`config.mk`:
```
export PLATFORM = sky130hd
export DESIGN_NAME = wb_dma_writer
export DESIGN_NICKNAME = d
export VERILOG_FILES = /design/src/rtl/wb_dma_pkg.sv /design/src/rtl/wb_dma_desc_loader.sv /design/src/rtl/wb_dma_beat_path.sv /design/src/rtl/wb_dma_writer.sv
export SDC_FILE = /design/constraint.sdc
export NUM_CORES = 1
export LEC_CHECK = 0
export BUFFER_PORTS_ARGS = -buffer_cell sky130_fd_sc_hd__buf_2
export CAP_MARGIN = 30
export CORE_MARGIN = 10
export CORE_UTILIZATION = 50
export DETAILED_ROUTE_END_ITERATION = 8
export PLACE_DENSITY = 0.76
export SLEW_MARGIN = 10
export SYNTH_ARGS = -nofsm -noshare
export SYNTH_HDL_FRONTEND = slang
export SYNTH_SLANG_ARGS = --single-unit
```
`constraint.sdc`:
```
create_clock -name clk -period 2.2 [get_ports clk]
set_input_delay 0.11 -clock clk [delete_from_list [all_inputs] [get_ports clk]]
set_output_delay 0.11 -clock clk [all_outputs]
set_load 0.005 [all_outputs]
```
`src/rtl/wb_dma_pkg.sv`:
```
package wb_dma_pkg;

    localparam int unsigned WORD_W             = 32;
    localparam int unsigned LEN_W              = 28;
    localparam int unsigned DESC_WORDS         = 3;
    localparam int unsigned DESC_STOP_BIT      = 0;
    localparam int unsigned DESC_DISCARD_BIT   = 30;
    localparam int unsigned DESC_INTEN_BIT     = 31;
    localparam int unsigned DIRECT_DISCARD_BIT = 31;

    typedef enum logic [1:0] {
        ST_IDLE = 2'd0,
        ST_LOAD = 2'd1,
        ST_XFER = 2'd2
    } wb_state_e;

    typedef struct packed {
        logic [WORD_W-1:0] buf_addr;
        logic [WORD_W-1:0] next_ptr;
        logic              stop;
        logic [LEN_W-1:0]  len;
        logic              discard;
        logic              int_en;
    } wb_desc_t;

endpackage

```
`src/rtl/wb_dma_desc_loader.sv`:
```
module wb_dma_desc_loader
    import wb_dma_pkg::*;
#(
    parameter int unsigned N_WORDS = DESC_WORDS
) (
    input  logic              clk,
    input  logic              rst_n,
    input  logic              go,
    input  logic [WORD_W-1:0] base,
    output logic              rd_req,
    output logic [WORD_W-1:0] rd_addr,
    input  logic              rd_ack,
    input  logic [WORD_W-1:0] rd_data,
    output logic              done,
    output wb_desc_t          desc
);
    localparam int unsigned IDX_W = $clog2(N_WORDS + 1);
    localparam logic [IDX_W-1:0] LAST_IDX = IDX_W'(N_WORDS - 1);

    typedef struct packed {
        logic                           active;
        logic [IDX_W-1:0]               idx;
        logic [WORD_W-1:0]              base;
        logic                           done;
        logic [N_WORDS-1:0][WORD_W-1:0] words;
    } ld_t;

    ld_t ld_d, ld_q;

    always_comb begin
        ld_d      = ld_q;
        ld_d.done = 1'b0;
        if (go) begin
            ld_d.active = 1'b1;
            ld_d.idx    = '0;
            ld_d.base   = {base[WORD_W-1:2], 2'b00};
        end else if (ld_q.active && rd_ack) begin
            ld_d.words[ld_q.idx] = rd_data;
            if (ld_q.idx == LAST_IDX) begin
                ld_d.active = 1'b0;
                ld_d.done   = 1'b1;
            end else begin
                ld_d.idx = ld_q.idx + IDX_W'(1);
            end
        end
    end

    always_ff @(posedge clk or negedge rst_n) begin
        if (!rst_n) begin
            ld_q <= '0;
        end else begin
            ld_q <= ld_d;
        end
    end

    assign rd_req  = ld_q.active;
    assign rd_addr = ld_q.base + (WORD_W'(ld_q.idx) << 2);
    assign done    = ld_q.done;

    always_comb begin
        desc          = '0;
        desc.buf_addr = ld_q.words[0];
        desc.next_ptr = {ld_q.words[1][WORD_W-1:2], 2'b00};
        desc.stop     = ld_q.words[1][DESC_STOP_BIT];
        desc.len      = ld_q.words[2][LEN_W-1:0];
        desc.discard  = ld_q.words[2][DESC_DISCARD_BIT];
        desc.int_en   = ld_q.words[2][DESC_INTEN_BIT];
    end

endmodule

```
`src/rtl/wb_dma_beat_path.sv`:
```
module wb_dma_beat_path
    import wb_dma_pkg::*;
#(
    parameter int unsigned DATA_W = 8
) (
    input  logic              idle,
    input  logic              active,
    input  logic              discard,
    input  logic [WORD_W-1:0] cur_addr,
    input  logic              in_valid,
    input  logic [DATA_W-1:0] in_data,
    input  logic              wr_ready,
    output logic              in_ready,
    output logic              wr_valid,
    output logic [WORD_W-1:0] wr_addr,
    output logic [DATA_W-1:0] wr_data,
    output logic              beat,
    output logic              drop
);
    always_comb begin
        wr_valid = active && !discard && in_valid;
        wr_addr  = cur_addr;
        wr_data  = in_data;
        in_ready = idle || (active && (discard || wr_ready));
        beat     = active && in_valid && in_ready;
        drop     = idle && in_valid;
    end

endmodule

```
`src/rtl/wb_dma_writer.sv`:
```
module wb_dma_writer
    import wb_dma_pkg::*;
#(
    parameter int unsigned DATA_W  = 8,
    parameter int unsigned N_WORDS = DESC_WORDS
) (
    input  logic              clk,
    input  logic              rst_n,
    input  logic              start,
    input  logic              chain_mode,
    input  logic [WORD_W-1:0] cfg_addr,
    input  logic [WORD_W-1:0] cfg_len,
    input  logic              stop_req,
    input  logic              in_valid,
    input  logic [DATA_W-1:0] in_data,
    output logic              in_ready,
    output logic              wr_valid,
    output logic [WORD_W-1:0] wr_addr,
    output logic [DATA_W-1:0] wr_data,
    input  logic              wr_ready,
    output logic              rd_req,
    output logic [WORD_W-1:0] rd_addr,
    input  logic              rd_ack,
    input  logic [WORD_W-1:0] rd_data,
    output logic              evt_block,
    output logic              evt_stopped,
    output logic              busy,
    output logic              waiting,
    output logic              overflow
);
    typedef struct packed {
        wb_state_e         state;
        logic [WORD_W-1:0] addr;
        logic [LEN_W-1:0]  rem;
        logic              discard;
        logic              int_en;
        logic              stop;
        logic [WORD_W-1:0] next_ptr;
        logic              busy;
        logic              waiting;
        logic              stop_pend;
        logic              overflow;
        logic              evt_blk;
        logic              evt_stp;
    } ctl_t;

    ctl_t              c_d, c_q;
    logic              ld_go;
    logic [WORD_W-1:0] ld_base;
    logic              ld_done;
    wb_desc_t          ld_desc;
    logic              beat, drop, path_active;

    assign path_active = (c_q.state == ST_XFER) && (c_q.rem != '0);

    wb_dma_desc_loader #(.N_WORDS(N_WORDS)) u_loader (
        .clk     (clk),
        .rst_n   (rst_n),
        .go      (ld_go),
        .base    (ld_base),
        .rd_req  (rd_req),
        .rd_addr (rd_addr),
        .rd_ack  (rd_ack),
        .rd_data (rd_data),
        .done    (ld_done),
        .desc    (ld_desc)
    );

    wb_dma_beat_path #(.DATA_W(DATA_W)) u_path (
        .idle     (c_q.state == ST_IDLE),
        .active   (path_active),
        .discard  (c_q.discard),
        .cur_addr (c_q.addr),
        .in_valid (in_valid),
        .in_data  (in_data),
        .wr_ready (wr_ready),
        .in_ready (in_ready),
        .wr_valid (wr_valid),
        .wr_addr  (wr_addr),
        .wr_data  (wr_data),
        .beat     (beat),
        .drop     (drop)
    );

    always_comb begin
        c_d         = c_q;
        c_d.evt_blk = 1'b0;
        c_d.evt_stp = 1'b0;
        ld_go       = 1'b0;
        ld_base     = c_q.next_ptr;

        if (drop) begin
            c_d.overflow = 1'b1;
        end
        if (stop_req && c_q.busy) begin
            c_d.stop_pend = 1'b1;
        end

        unique case (c_q.state)
            ST_IDLE: begin
                if (start) begin
                    c_d.busy      = 1'b1;
                    c_d.waiting   = 1'b1;
                    c_d.stop_pend = 1'b0;
                    if (chain_mode) begin
                        ld_go     = 1'b1;
                        ld_base   = cfg_addr;
                        c_d.state = ST_LOAD;
                    end else begin
                        c_d.addr    = cfg_addr;
                        c_d.rem     = cfg_len[LEN_W-1:0];
                        c_d.discard = cfg_len[DIRECT_DISCARD_BIT];
                        c_d.stop    = 1'b1;
                        c_d.int_en  = 1'b0;
                        c_d.state   = ST_XFER;
                    end
                end
            end
            ST_LOAD: begin
                if (ld_done) begin
                    c_d.addr     = ld_desc.buf_addr;
                    c_d.rem      = ld_desc.len;
                    c_d.discard  = ld_desc.discard;
                    c_d.int_en   = ld_desc.int_en;
                    c_d.stop     = ld_desc.stop;
                    c_d.next_ptr = ld_desc.next_ptr;
                    c_d.state    = ST_XFER;
                end
            end
            ST_XFER: begin
                if (beat) begin
                    c_d.rem  = c_q.rem - LEN_W'(1);
                    c_d.addr = c_q.addr + WORD_W'(1);
                end else if (c_q.rem == '0) begin
                    c_d.evt_blk = c_q.int_en;
                    if (c_q.stop || c_q.stop_pend || stop_req) begin
                        c_d.evt_stp = 1'b1;
                        c_d.busy    = 1'b0;
                        c_d.waiting = 1'b0;
                        c_d.state   = ST_IDLE;
                    end else begin
                        ld_go     = 1'b1;
                        ld_base   = c_q.next_ptr;
                        c_d.state = ST_LOAD;
                    end
                end
            end
            default: begin
                c_d.state = ST_IDLE;
            end
        endcase
    end

    always_ff @(posedge clk or negedge rst_n) begin
        if (!rst_n) begin
            c_q       <= '0;
            c_q.state <= ST_IDLE;
        end else begin
            c_q <= c_d;
        end
    end

    assign evt_block   = c_q.evt_blk;
    assign evt_stopped = c_q.evt_stp;
    assign busy        = c_q.busy;
    assign waiting     = c_q.waiting;
    assign overflow    = c_q.overflow;

endmodule

```
* Yosys cells after proc, flatten, opt, wreduce, memory -nomap -nowiden *
Cells that the tools add are included.

cells by class
  $lt $le $gt $ge = 2
  bitwise gates (word level) = 1
  add/subtract/negate cells = 4
  muxes and demuxes = 41
  equality and inequality tests = 11
  reductions and logical operators = 31

operator list
  kind                     number
  $mux W97                 3
  $pmux W60 S3             1
  $mux W32                 4
  $bwmux W96               1
  $mux W65                 1
  $demux W32 S2            1
  $mux W63                 1
  $mux W60                 1
  $add A32 B1 Y32 const B  1
  $add A32 B4 Y32          1
  $logic_not A28 Y1        1
  $reduce_bool A28 Y1      1
  $sub A28 B1 Y28 const B  1
  $mux W2                  10
  $mux W1                  11
  $logic_and A1 B1 Y1      10
  $ne A2 B2 Y1 const B     5
  $reduce_and A5 Y1        2
  $mux W3                  3
  $reduce_and A2 Y1        4
  $reduce_and A4 Y1        2
  $reduce_bool A2 Y1       4
  $ne A2 B1 Y1 const B     3
  $pmux W2 S3              1
  other kinds (13)         17

storage, ports and cells
  word-level logic and storage cells = 110
  output and inout port bits = 80
  bits in registers = 231

* Longest topological paths before layout *
Gate-level depths: netlist (run 1).

  word-level depth = 9
  depth in mapped cells = 11

* Cells and area by module *
Synthesis (run 1) repeated with hierarchy kept, for this count alone.

second synthesis, totals
  cells, all modules = 1375
  area, all modules = 13240.2 µm²

by module, submodules not included
  module              times used  cells an instance  area each (µm²)
  wb_dma_writer       1           867                6850.3
  wb_dma_desc_loader  1           461                6050.8
  wb_dma_beat_path    1           47                 339.1

* Worst setup path before layout (run 1) *
OpenSTA, ideal clock, no wires.

  path type = register to register
  start point = reg c_q[102] (netlist bit)
  end point = reg c_q[80] (netlist bit)
  cell stages (with the launch flop) = 10
  setup slack = -222 ps
  required time = 2074 ps
  period minus slack after synthesis = 2422 ps
  data arrival time = 2296 ps
  path through = dfrtp_1 -> inv_1 -> ha_1 -> clkbuf_1 -> nor2b_1 -> a2111oi_2 -> o31a_1 -> clkbuf_1 -> o22ai_1 -> a221o_1

on the way
  word-level cells in the longest chain between the ends = 7
  elaborated cells between the ends (all ways) = 15

ends and longest elaborated chain
  what                                RTL line                                  source
  start, declared                     wb_dma_writer.sv:47                       ctl_t c_d, c_q;
  $eq A2 B2 Y1                        wb_dma_writer.sv:54, wb_dma_writer.sv:99
  $logic_and A1 B1 Y1                 wb_dma_writer.sv:54                       assign path_active = (c_q.state == ST_XFER) && (c_q.rem != '0);
  $logic_and A1 B1 Y1                 wb_dma_beat_path.sv:24                    in_ready = idle || (active && (discard || wr_ready));
  $logic_or A1 B1 Y1                  wb_dma_beat_path.sv:24
  $logic_and A1 B1 Y1                 wb_dma_beat_path.sv:25                    beat = active && in_valid && in_ready;
  $ne A2 B2 Y1 (no source line)       --
  $reduce_and A5 Y1 (no source line)  --

Several ways; a longest one is shown, not always the timed one.
A chain may end at the register's enable or synchronous reset.

* Worst setup path after layout (run 1) *
  start point = reg u_loader.ld_q[129] (netlist bit)
  end point = out rd_addr[28]

on the way
  word-level cells in the longest chain between the ends = 1

ends and longest elaborated chain
  what                    RTL line                  source
  start, declared         wb_dma_desc_loader.sv:28  ld_t ld_d, ld_q;
  start signal, assigned  wb_dma_desc_loader.sv:52  ld_q <= ld_d;
  $add A32 B4 Y32         wb_dma_desc_loader.sv:57  assign rd_addr = ld_q.base + (WORD_W'(ld_q.idx) << 2);
  end, declared           wb_dma_writer.sv:22       output logic [WORD_W-1:0] rd_addr,

Every way passes these cells.

==> run_results.csv, run 1 <==
group,metric,value,unit
yosys,synth-edff-count,0,
pwr,peakVddDrop,0.679,mV
routing,antenna_left,0,
floorplan,core-area,25000,µm²
placed_design,placed_cell_area,14600,µm²
yosys,synth.area.top_cells,"dfrtp_1 (45%), mux2_2 (11%), nand2_1 (6.8%), buf_4 (2.6%), nand3_1 (2.1%)",
critical_path,critPathKind,"flop to output pin",
layout,final_area,18100,µm²
pwr,finalPower,0.0148,W
floorplan,die_w,179,µm
pwr,leakage,8.70,nW
critical_path,crit_fanout,5,
critical_path,cp-start-kind,"flop",
routing,vias,12700,
routing,wirelength,47900,µm
clocking,clock_latency,0.55,ns
clocking,clk_pin_slew,0.06,ns
run,maxCapViolCount,0,
timing,fmax,362,MHz
yosys,yosysSeqAreaShare,45.1,%
global_route,grt_pass1_vias,12500,
global_route,grt_max_degree,49,
floorplan,ios,192,
timing,period_minus_slack,2.77,ns
routing,drt_iter0_drc,1889,
timing,fin_ws,-0.566,ns
placed_design,place_inst,1817,
pwr,p_seq_share,36.6,%
placed_design,gp_congestion,0.953,
yosys,async_flop_share,100,%
routing,drc,1,
yosys,synthFlopType,"dfrtp_1",
yosys,synth_area,12600,µm²
pwr,pwr-share-clk,29.5,%
clocking,cts_made_buffers,25,
global_route,antenna_found_initial,0,
placed_design,post-place-ws,-0.145,ns
global_route,grt_overflow_total,0,
yosys,yosys.area.top_type_share,45.1,%
timing,hold_violations,0,
placed_design,port-buffer-count,170,
yosys,ys_warn_count,0,
pwr,sw_frac_of_total,32.1,%
timing,fin_crit_sh,126,%
routing,viasPerCell,6.31,
layout,fin_cells,2020,
pwr,p_switching,0.00474,W
floorplan,die_h,179,µm
layout,area_growth,43.5,%
pwr,internal-power,0.0100,W
placed_design,dp_hpwl,29600,µm
clocking,cts_root_buffer,"clkbuf_16",
floorplan,rows,58,
timing,worst_pin_slew,0.550,ns
status,violations,"design-rule violations, negative setup slack",
pwr,powerDensity,816,nW/µm²
global_route,grt_util_all_layers,27.6,%
timing,skew,0.0245,ns
timing,maxSlewViolCount,0,
critical_path,worstPathArrival,2.66,ns
timing,relSlewSlack,63.2,%
floorplan,dieArea,32000,µm²
clocking,cts.sinks,227,
yosys,avgSynthCellArea,9.70,µm²
routing,dr.pass1.iters,8,
routing,wl_per_cell,23.7,µm
global_route,grt_pass1_wl,69800,µm
yosys,syn_inst,1299,
critical_path,endpoint_kind,"output pin",
yosys,synth_seq_cells,227,
layout,drive_above_1_share,39.6,%
clocking,h-tree-depth,1,
yosys,synth.distinct_cells,76,
critical_path,required,2.09,ns
clocking,clockBufferDepth,3,
status,status,"complete, but fails checks",
layout,nets,1799,
timing,rsz0062_at_grt,"true",
floorplan,start_util,50.5,%
pwr,comb_power_share,33.9,%
yosys,synth.largest_area_cell,"dfrtp_1",
timing,finalSetupViolations,209,
min_path,hold_path_class,"primary input to flop",
clocking,cts_tree,"yes",
-- layer usage --
metal	vias to the layer above	GRT usage (%)	part of all wire, %	wire (µm)
met5	-	0	0	0
met4	0	11.7	5.9	2810
met3	252	5.31	11	5280
met2	928	44.7	46	22200
met1	6170	35.4	37	17600
li1	5390	-	-	-
-- cells in the mapped netlist (8+ instances only) --
cell type,n
xor2_1,18
o2bb2ai_1,9
nand3_1,52
o21ai_0,41
or4_1,8
buf_4,43
a31oi_1,13
nand2_1,230
o31ai_1,23
ha_1,12
inv_1,23
nor3_1,21
dfrtp_1,227
o22ai_1,18
o221ai_1,9
nand2b_1,9
and3_1,20
nor2_1,68
nand4_1,22
mux2_2,127
nor4_1,17
a21oi_1,41
buf_2,8
o211ai_1,8
xnor2_1,28
a221oi_1,20
clkbuf_1,62
and4_1,11
buf_6,12
-- metrics by stage --
step,util (%),hold slack (ns),setup TNS (ns)
finish,72.5,0.00251,-34.49
global route,72.5,0.00699,-45.09
CTS,69.3,0.00139,-24.29
detailed placement,58.5,0.0482,-6.30
global placement,58.5,0.0471,-2.25
floorplan,-,-0.186,-0.787
-- cells in the final DEF (no fill, tap or decap), types with 34 or more instances in the layout --
cell / n
dlygate4sd3_1: 87
dfrtp_1: 225
buf_4: 139
o21ai_0: 34
nand3_1: 43
nand2_1: 225
a21oi_1: 35
mux2_2: 98
nor2_1: 60
buf_2: 169
-- timing repair --
action	4_1_cts	5_1_grt
hold buffers	87	0
hold endpoints to repair	388	0
resized for setup	111	124
pin swaps	45	42
setup buffers	38	32
gates cloned	11	7
endpoints found under the setup margin	141	214
-- power groups by stage --
stage,Clock [W],Combinational (W),Sequential [W]
6_report,0.00435,0.00501,0.00540
5_1_grt,0.00453,0.00524,0.00545
4_1_cts,0.00434,0.00432,0.00533
3_5_place_dp,0,0.00370,0.00537
3_3_place_gp,0,0.00361,0.00534
2_1_floorplan,0,0.00208,0.00542
-- kinds of logic after synthesis --
| group | synth area share (%) |
|---|---|
| AND/OR/NAND/NOR | 18.7 |
| AO/OA/AOI/OAI | 13.2 |
| flip-flops | 45.1 |
| buffers and inverters | 6.63 |
| multiplexers | 11.8 |
| XOR/XNOR | 3.20 |
| adder cells (fa/ha/maj) | 1.35 |
| other | 0.0298 |
-- worst max-delay path: stages, from the launching register on --
cell	delay (ns)
dfrtp_1	0.42
ha_4	0.16
inv_2	0.03
fa_2	0.33
nand3b_1	0.19
nor2_2	0.16
buf_6	0.13
and3_4	0.21
buf_6	0.11
nand3_4	0.06
xnor2_2	0.17
buf_2	0.14
-- cell type report --
cell class,instances,area (µm²)
Multi-Input combinational cell,920,6910
Fill cell,1620,6870
Sequential cell,227,5680
Timing Repair Buffer,475,4150
Clock buffer,36,757
Tap cell,330,413
Inverter,25,93.8
Clock inverter,6,83.8
Antenna cell,1,2.50
-- worst paths after layout --
path                       cells past startpoint  slack, ns                from            endpoint
setup / recovery                              11      -0.57  u_loader.ld_q[129]         rd_addr[28]
hold / removal                                 4      0.003        cfg_addr[21]  u_loader.ld_q[118]
setup reg to reg                              11      -0.24             c_q[43]                flop
hold reg to reg                                1       0.45            overflow            overflow
max in group asynchronous                      3       1.43               rst_n             c_q[33]
min in group asynchronous                      2       0.07               rst_n             c_q[58]
Power figures use the tool's default switching activity.
==> inputs of run 2 (changes only) <==
==> constraint.sdc (replaced) <==
create_clock -name clk -period 2.2 [get_ports clk]
set_input_delay 0.33 -clock clk [delete_from_list [all_inputs] [get_ports clk]]
set_output_delay 0.33 -clock clk [all_outputs]
set_load 0.005 [all_outputs]
==> run 2 against run 1 <==
Net effect: the flow finishes with violations (negative setup slack); hold slack better by 0.044 ns; flip-flop and latch count stayed put; critical endpoint is now rd_addr[26]; sequential share of layout area is 1.7 points higher; critical path type unchanged; register-to-register slack worse by 0.04 ns.
==> run_results.csv, run 2 (synthesized netlist as in run 1, its figures left out) <==
group,metric,value,unit
status,status,"complete, but fails checks",
status,violations,"negative setup slack",
layout,drive_above_1_share,41.9,%
routing,antenna_left,0,
floorplan,die_h,179,µm
timing,fin_tns_setup,-53.37,ns
routing,wl_per_cell,24.2,µm
critical_path,cp_cell_sequence,"ha_2, inv_2, fa_2, nand3b_1, nor2_2, buf_6, and3_4, nand4_1, xnor2_1, buf_2",
placed_design,port-buffer-count,170,
global_route,grt_overflow_total,0,
clocking,cts.sinks,227,
global_route,grt_max_degree,72,
floorplan,dieArea,32000,µm²
critical_path,r2r_start,"c_q[67]",
min_path,min_from,"rd_data[1]",
critical_path,critPathMaxStageDelay,0.36,ns
global_route,antenna_found_initial,4,
clocking,clockBufferDepth,3,
timing,rsz0062_at_grt,"true",
timing,fin_ws,-0.708,ns
min_path,hold_path_class,"primary input to flop",
timing,fmax,344,MHz
run,maxCapViolCount,0,
critical_path,crit_path_top_delay_cell,"dfrtp_1",
global_route,grt_pass1_wl,70400,µm
layout,mostFrequentLayoutCells,"dfrtp_1 (227), nand2_1 (226), buf_2 (170)",
global_route,grt_pass1_vias,12500,
pwr,leakage,8.31,nW
routing,viasPerCell,6.33,
clocking,h-tree-depth,1,
timing,skew,0.00839,ns
routing,vias,12300,
timing,period_minus_slack,2.91,ns
critical_path,critPathKind,"flop to output pin",
routing,dr.pass1.iters,6,
critical_path,endpoint_kind,"output pin",
floorplan,rows,58,
critical_path,crit_fanout,5,
critical_path,required,1.87,ns
clocking,cts_made_buffers,25,
timing,maxSlewViolCount,0,
floorplan,die_w,179,µm
timing,relSlewSlack,59.1,%
pwr,peakVddDrop,0.666,mV
placed_design,gp_congestion,0.961,
floorplan,core-area,25000,µm²
routing,drc,0,
placed_design,dp_hpwl,29400,µm
critical_path,critPathLaunch,"u_loader.ld_q[129]",
floorplan,ios,192,
layout,area_growth,36.3,%
clocking,clock_latency,0.54,ns
layout,nets,1713,
timing,fin_crit_sh,132,%
routing,drt_iter0_drc,1715,
critical_path,worstPathArrival,2.58,ns
critical_path,crit_buf_inv,3,
global_route,grt_util_all_layers,28.0,%
layout,final_common_cell,"dfrtp_1",
clocking,cts_tree,"yes",
timing,finalSetupViolations,215,
placed_design,post-place-ws,-0.283,ns
pwr,powerDensity,844,nW/µm²
timing,worst_pin_slew,0.614,ns
critical_path,cp-start-kind,"flop",
timing,hold_violations,0,
floorplan,start_util,50.5,%
routing,wirelength,47000,µm
critical_path,crit_family,"simple AND/OR/NAND/NOR gates",
clocking,cts_root_buffer,"clkbuf_16",
clocking,clk_pin_slew,0.06,ns
-- run 2: cell count changes in the layout (fill, tap and decap cells not counted), moves of 4 or more --
cell           before  now
nand3_1            43   35
nor4_2              1    5
nand3_2             6   12
mux2_2             98  127
a21oi_2             5   10
a21oi_1            35   29
dlygate4sd3_1      87    1
clkbuf_8            9    1
mux2_4             29    0
clkinvlp_4          0    7
-- run 2: final cells by class --
cell class | instances | area [µm²]
Clock inverter | 18 | 201
Sequential cell | 227 | 5680
Antenna cell | 3 | 7.51
Multi-Input combinational cell | 920 | 6830
Timing Repair Buffer | 389 | 3300
Inverter | 25 | 93.8
Clock buffer | 28 | 647
Fill cell | 1766 | 7790
Tap cell | 330 | 413
-- run 2: through the flow --
stage                     total power (W)  area [µm²]  hold slack (ns)  utilization [%]  std cells
final                              0.0145       17200           0.0466             68.8       1940
after global routing               0.0150       17200           0.0629             68.8       1939
after CTS                          0.0140       16900           0.0419             67.5       1935
after detailed placement          0.00908       14700            0.336             58.7       1826
after global placement            0.00895       14700            0.340             58.7       1826
after floorplan                   0.00749       12700           0.0344                -       1300
-- run 2: final timing paths --
check                                endpoint  slack (ns)  cells past startpoint
setup reg to reg                         flop       -0.28                     10
max in group asynchronous  u_loader.ld_q[125]        1.14                      3
min in group asynchronous                busy        0.36                      2
setup / recovery                  rd_addr[26]       -0.71                     10
hold reg to reg                       c_q[23]        0.47                      2
hold / removal                           flop        0.05                      2
-- run 2: per-layer routing --
metal  track usage, %  vias to the layer above  share of wire (%)
met5                0                        -              0.036
met4             11.6                        2                5.7
met3             6.59                      201                 11
met2             45.7                      857                 47
met1             35.1                     5989                 36
li1                 -                     5234                  -
-- run 2: repair_timing --
| item | CTS | global route |
|---|---|---|
| hold buffers | 1 | 0 |
| gates resized for setup | 142 | 63 |
| setup endpoints to repair | 208 | 218 |
| setup buffers | 44 | 19 |
| cloned | 21 | 0 |
| endpoints found under the hold margin | 66 | 0 |
| pin swaps | 61 | 32 |
-- run 2: power breakdown --
group	internal, W	switching (W)	leakage (nW)
clock	0.00250	0.00188	0.396
combinational	0.00236	0.00237	4.86
sequential	0.00482	0.000554	3.05
